## src/rtl/cfg_serial_port.sv

```systemverilog
module cfg_serial_port #(
  parameter int SYNC_STAGES = 2,
  parameter int WORD_BITS   = 16,
  parameter int ADDR_BITS   = 4,
  parameter int TP_LSB      = 9,
  parameter int PD_BIT      = 11,
  parameter logic [ADDR_BITS-1:0] TP_ADDR = 4'hE,
  parameter logic [ADDR_BITS-1:0] PD_ADDR = 4'hF
) (
  input  logic       clk,
  input  logic       rst_n,
  input  logic       ser_en_n,
  input  logic       ser_clk,
  input  logic       ser_dat,
  output logic [1:0] test_pat,
  output logic       pwr_down
);
  localparam int CNT_W = $clog2(WORD_BITS);
  localparam logic [CNT_W-1:0] LAST = CNT_W'(WORD_BITS - 1);

  logic [SYNC_STAGES-1:0] clk_sync, en_sync, dat_sync;
  logic                   sclk_q;
  logic [CNT_W-1:0]       bit_cnt;
  logic [WORD_BITS-2:0]   shreg;

  always_ff @(posedge clk or negedge rst_n)
    if (!rst_n) begin
      clk_sync <= '0;
      en_sync  <= '1;
      dat_sync <= '0;
      sclk_q   <= 1'b0;
    end else begin
      clk_sync <= {clk_sync[SYNC_STAGES-2:0], ser_clk};
      en_sync  <= {en_sync[SYNC_STAGES-2:0], ser_en_n};
      dat_sync <= {dat_sync[SYNC_STAGES-2:0], ser_dat};
      sclk_q   <= clk_sync[SYNC_STAGES-1];
    end

  wire sclk_s  = clk_sync[SYNC_STAGES-1];
  wire dat_s   = dat_sync[SYNC_STAGES-1];
  wire en_act  = ~en_sync[SYNC_STAGES-1];
  wire bit_stb = en_act & sclk_s & ~sclk_q;
  wire commit  = bit_stb && (bit_cnt == LAST);

  wire [WORD_BITS-1:0] word = {shreg, dat_s};
  wire [ADDR_BITS-1:0] addr = word[WORD_BITS-1 -: ADDR_BITS];

  always_ff @(posedge clk or negedge rst_n)
    if (!rst_n) begin
      bit_cnt <= '0;
      shreg   <= '0;
    end else if (!en_act) begin
      bit_cnt <= '0;
    end else if (bit_stb) begin
      bit_cnt <= commit ? '0 : bit_cnt + 1'b1;
      shreg   <= {shreg[WORD_BITS-3:0], dat_s};
    end

  always_ff @(posedge clk or negedge rst_n)
    if (!rst_n) begin
      test_pat <= 2'b00;
      pwr_down <= 1'b0;
    end else if (commit) begin
      if (addr == TP_ADDR) test_pat <= word[TP_LSB +: 2];
      if (addr == PD_ADDR) pwr_down <= word[PD_BIT];
    end
endmodule

```

## config.mk

```make
export PLATFORM = sky130hd
export DESIGN_NAME = cfg_serial_port
export DESIGN_NICKNAME = d
export VERILOG_FILES = /design/src/rtl/cfg_serial_port.sv
export SDC_FILE = /design/constraint.sdc
export NUM_CORES = 1
export LEC_CHECK = 0
export BUFFER_PORTS_ARGS = -buffer_cell sky130_fd_sc_hd__clkbuf_2
export CAP_MARGIN = 20
export CORE_MARGIN = 2
export CORE_UTILIZATION = 40
export DETAILED_ROUTE_END_ITERATION = 8
export MAX_ROUTING_LAYER = met4
export PLACE_DENSITY = 0.6
export SLEW_MARGIN = 20
export SYNTH_ARGS = -nofsm -noshare
export SYNTH_HDL_FRONTEND = slang
export SYNTH_SLANG_ARGS = --single-unit
```

## constraint.sdc

```tcl
create_clock -name clk -period 1.85 [get_ports clk]
set_clock_uncertainty 0.15 [all_clocks]
set_input_delay 0 -clock clk [delete_from_list [all_inputs] [get_ports clk]]
set_output_delay 0 -clock clk [all_outputs]
set_load 0.01 [all_outputs]
```

==> out/results.md <==
| Item | This run |
|:---|:---|
| All-layer global routing usage | 13.0% |
| Maximum fanout count along the critical path | 5 |
| Most common cell in the synthesized netlist | sky130_fd_sc_hd__dfrtp_1 |
| Total via count after detailed routing | 599 |
| # Max-Cap Violations | 0 |
| CTS H-tree depth | 2 |
| Routed length per placed instance | 12.9 um |
| Synthesized netlist cell count | 70 |
| Core area | 2760 sq um |
| Reg-to-reg startpoint | bit_cnt[0] |
| Setup-violating endpoint count in the final report | 0 |
| Slack of the worst reg-to-reg path | 0.21 ns |
| Pin count of the biggest net entering global routing | 30 |
| Antenna violations before repair | 0 |
| Mapped Avg Cell Area | 16.7 sq um |
| Instance area at placement | 1240 sq um |
| CP top delay family | flip-flops |
| Die Y | 58.1 um |
| Most used flip-flop cell after synthesis | sky130_fd_sc_hd__dfrtp_1 |
| Number of distinct library cells after synthesis | 23 |
| Tcrit/Tclk final | 88.7% |
| Clock Tree Buf Depth | 2 |
| Met3 Routed Length | 66 um |
| Warning count from the yosys run | 0 |
| Overall power of the completed layout | 1.32 mW |
| Static leakage power | 0.630 nW |
| Sequential cell area fraction in the yosys report | 62.3% |
| Slew margin rel. | 54.2% |
| Starting Density | 42.4% |
| Clock tree from TritonCTS | built |
| Data arrival time of the critical path | 1.70 ns |
| Wire length of the first global-routing pass | 2950 um |
| Final worst slack | 0.210 ns |
| Worst stage delay on the critical path | 0.41 ns |
| Total die area | 3370 sq um |
| Path type of the worst min-delay path | primary input to async pin |
| Top cells by instance count after synthesis | 27 x sky130_fd_sc_hd__dfrtp_1, 10 x sky130_fd_sc_hd__mux2_4, 5 x sky130_fd_sc_hd__mux2_2 |
| Highest Signal Layer | met4 |
| Clock sinks | 29 |
| Fillcell total | 249 |
| Final global-route overflow total | 0 |
| Final hold viol count | 0 |
| Number of CTS-inserted buffers | 5 |
| WL met2 | 733 um |
| Number of core rows | 19 |
| Top cell type by total area after synthesis | sky130_fd_sc_hd__dfrtp_1 |
| # IOs | 8 |
| Starting DRC count in detailed routing | 16 |
| Slowest cell on the critical path | sky130_fd_sc_hd__dfrtp_1 |
| Bufs and invs on worst path | 0 |
| Top area cells in the synthesized netlist | sky130_fd_sc_hd__dfrtp_1 58%, sky130_fd_sc_hd__mux2_4 13%, sky130_fd_sc_hd__mux2_2 4.8% |
| Pins over their slew limit | 0 |
| Count of buffers inserted at the top-level ports | 7 |
| Number of diodes added for antenna fixing | 0 |
| Synth Net Count | 76 |
| Final GP Congestion | 0.818 |
| Initial DRT Pass Iterations | 3 |
| Layout-stage area growth over the synthesis result | 14.3% |
| Skew-Pair Late Insertion Delay | 0.32 ns |
| Number of synthesized flops with an enable pin | 0 |
| Sort of element at the start of the critical path | register |
| Synth top area share | 57.8% |
| Total power per unit cell area | 985 nW/um^2 |
| Cells resized by post-CTS repair | 0 |
| # DRC | 0 |
| Critical setup path kind | register to register |
| Peak supply drop | 0.603 mV |
| CP required | 1.91 ns |
| Fmax | 610 MHz |
| Final Cell Area | 1340 sq um |
| Total length of routed wires | 1560 um |
| Post-synthesis instance area | 1170 sq um |
| Time the final worst path needs with I/O delays and setup | 1.64 ns |
| Fraction of final layout cells sized beyond drive strength 1 | 41.1% |
| Root Buffer | sky130_fd_sc_hd__clkbuf_4 |
| FF+latch count, synth | 29 |
| Wire length on met1 | 712 um |
| Status | completed |
| Half-perimeter wire length after placement | 1080 um |
| Ordered list of cells on the worst path | ha_1 -> nand3b_1 -> nor4_4 -> mux2_1 |
| Share of synthesized flip-flops with an asynchronous set or reset | 100% |
| Dpl ws | 0.198 ns |
| Total Negative Setup Slacks | 0 ns |
| Nets | 95 |
| FF-to-FF path depth | 4 |
| Transition time at the pin with the least slew margin | 0.687 ns |
| Capture point of the worst reg-to-reg path | test_pat[1] |
| Unrepaired setup endpoints after global routing | false |
| Vias in the first global route | 668 |
| Via density | 4.95 |
| Die Width | 58.1 um |
| Register clock-pin slew on the reported worst setup and hold paths | 0.09 ns |
| Capturing element type of the critical path | register |
| Residual antenna-violating net count after detailed routing | 0 |
[through the flow]
step	util, %	hold WS, ns	std cells
2_1_floorplan	-	-0.446	70
3_3_place_gp	44.9	-0.0728	109
3_5_place_dp	44.9	-0.0667	109
4_1_cts	48.5	0.110	121
5_1_grt	48.5	0.148	121
6_report	48.5	0.100	121
[registers in the layout, summed over array words and instances (netlist names)]
register,flops
sclk_q,1
pwr_down,1
bit_cnt,4
dat_sync,2
en_sync,2
test_pat,2
clk_sync,2
shreg,15
[cells by family after synthesis]
| group | count (synthesis) | share of synthesized area (%) |
|---|---|---|
| mux | 19 | 21.4 |
| xor+xnor | 1 | 0.750 |
| flops | 29 | 62.3 |
| compound gates | 5 | 2.57 |
| fa+ha+maj | 1 | 1.07 |
| simple gates | 13 | 9.85 |
| buf+inv | 2 | 2.03 |
[layout make-up]
class / count / area [sq um] / share of cell area [%]
Timing Repair Buffer: 13 / 90.1 / 6.74
Multi-Input combinational cell: 39 / 417 / 31.2
Tap cell: 31 / 38.8 / 2.90
Clock buffer: 8 / 58.8 / 4.40
Inverter: 1 / 3.75 / 0.281
Sequential cell: 29 / 728 / 54.5
[layout by cell type, fill, tap and decap left out, drive strengths merged, types with 2 or more instances in the layout]
master and n:
buf 2, dfstp 2, mux2 18, dfrtp 27
nand2 2, dlygate4sd3 4, nor2 3, nand3b 3
nor4 2, clkbuf 15, a21oi 3
[routing by layer]
metal	vias to the layer above	track usage [%]
met5	-	-
met2	10	17.7
met3	5	4.69
met1	297	15.3
li1	287	-
met4	0	10.6
[power by group]
group	total [mW]	switching, mW	internal, mW
registers	0.782	0.0540	0.728
logic	0.152	0.0449	0.107
clock network	0.383	0.196	0.187
[how the worst max path moves through the flow]
stage	from	endpoint	slack, ns	cells after the start
2_1_floorplan	bit_cnt[0]	test_pat[0]	0.33	4
3_3_place_gp	bit_cnt[0]	pwr_down	0.23	4
3_5_place_dp	bit_cnt[0]	pwr_down	0.20	4
4_1_cts	bit_cnt[0]	pwr_down	0.18	4
5_1_grt	bit_cnt[0]	test_pat[1]	0.08	4
6_report	bit_cnt[0]	test_pat[1]	0.21	4
[worst reg2reg max path, delay by kind of cell, from the launching register on]
family        cells  cell delay (ns)
flops             1             0.41
fa+ha+maj         1             0.24
simple gates      2             0.39
mux               1             0.35
[what timing repair did]
| action | 4_1_cts | 5_1_grt |
|---|---|---|
| setup buffers | 0 | 0 |
| hold endpoints to repair | 32 | 0 |
| hold buffers | 4 | 0 |
(Power assumes the default switching activity.)
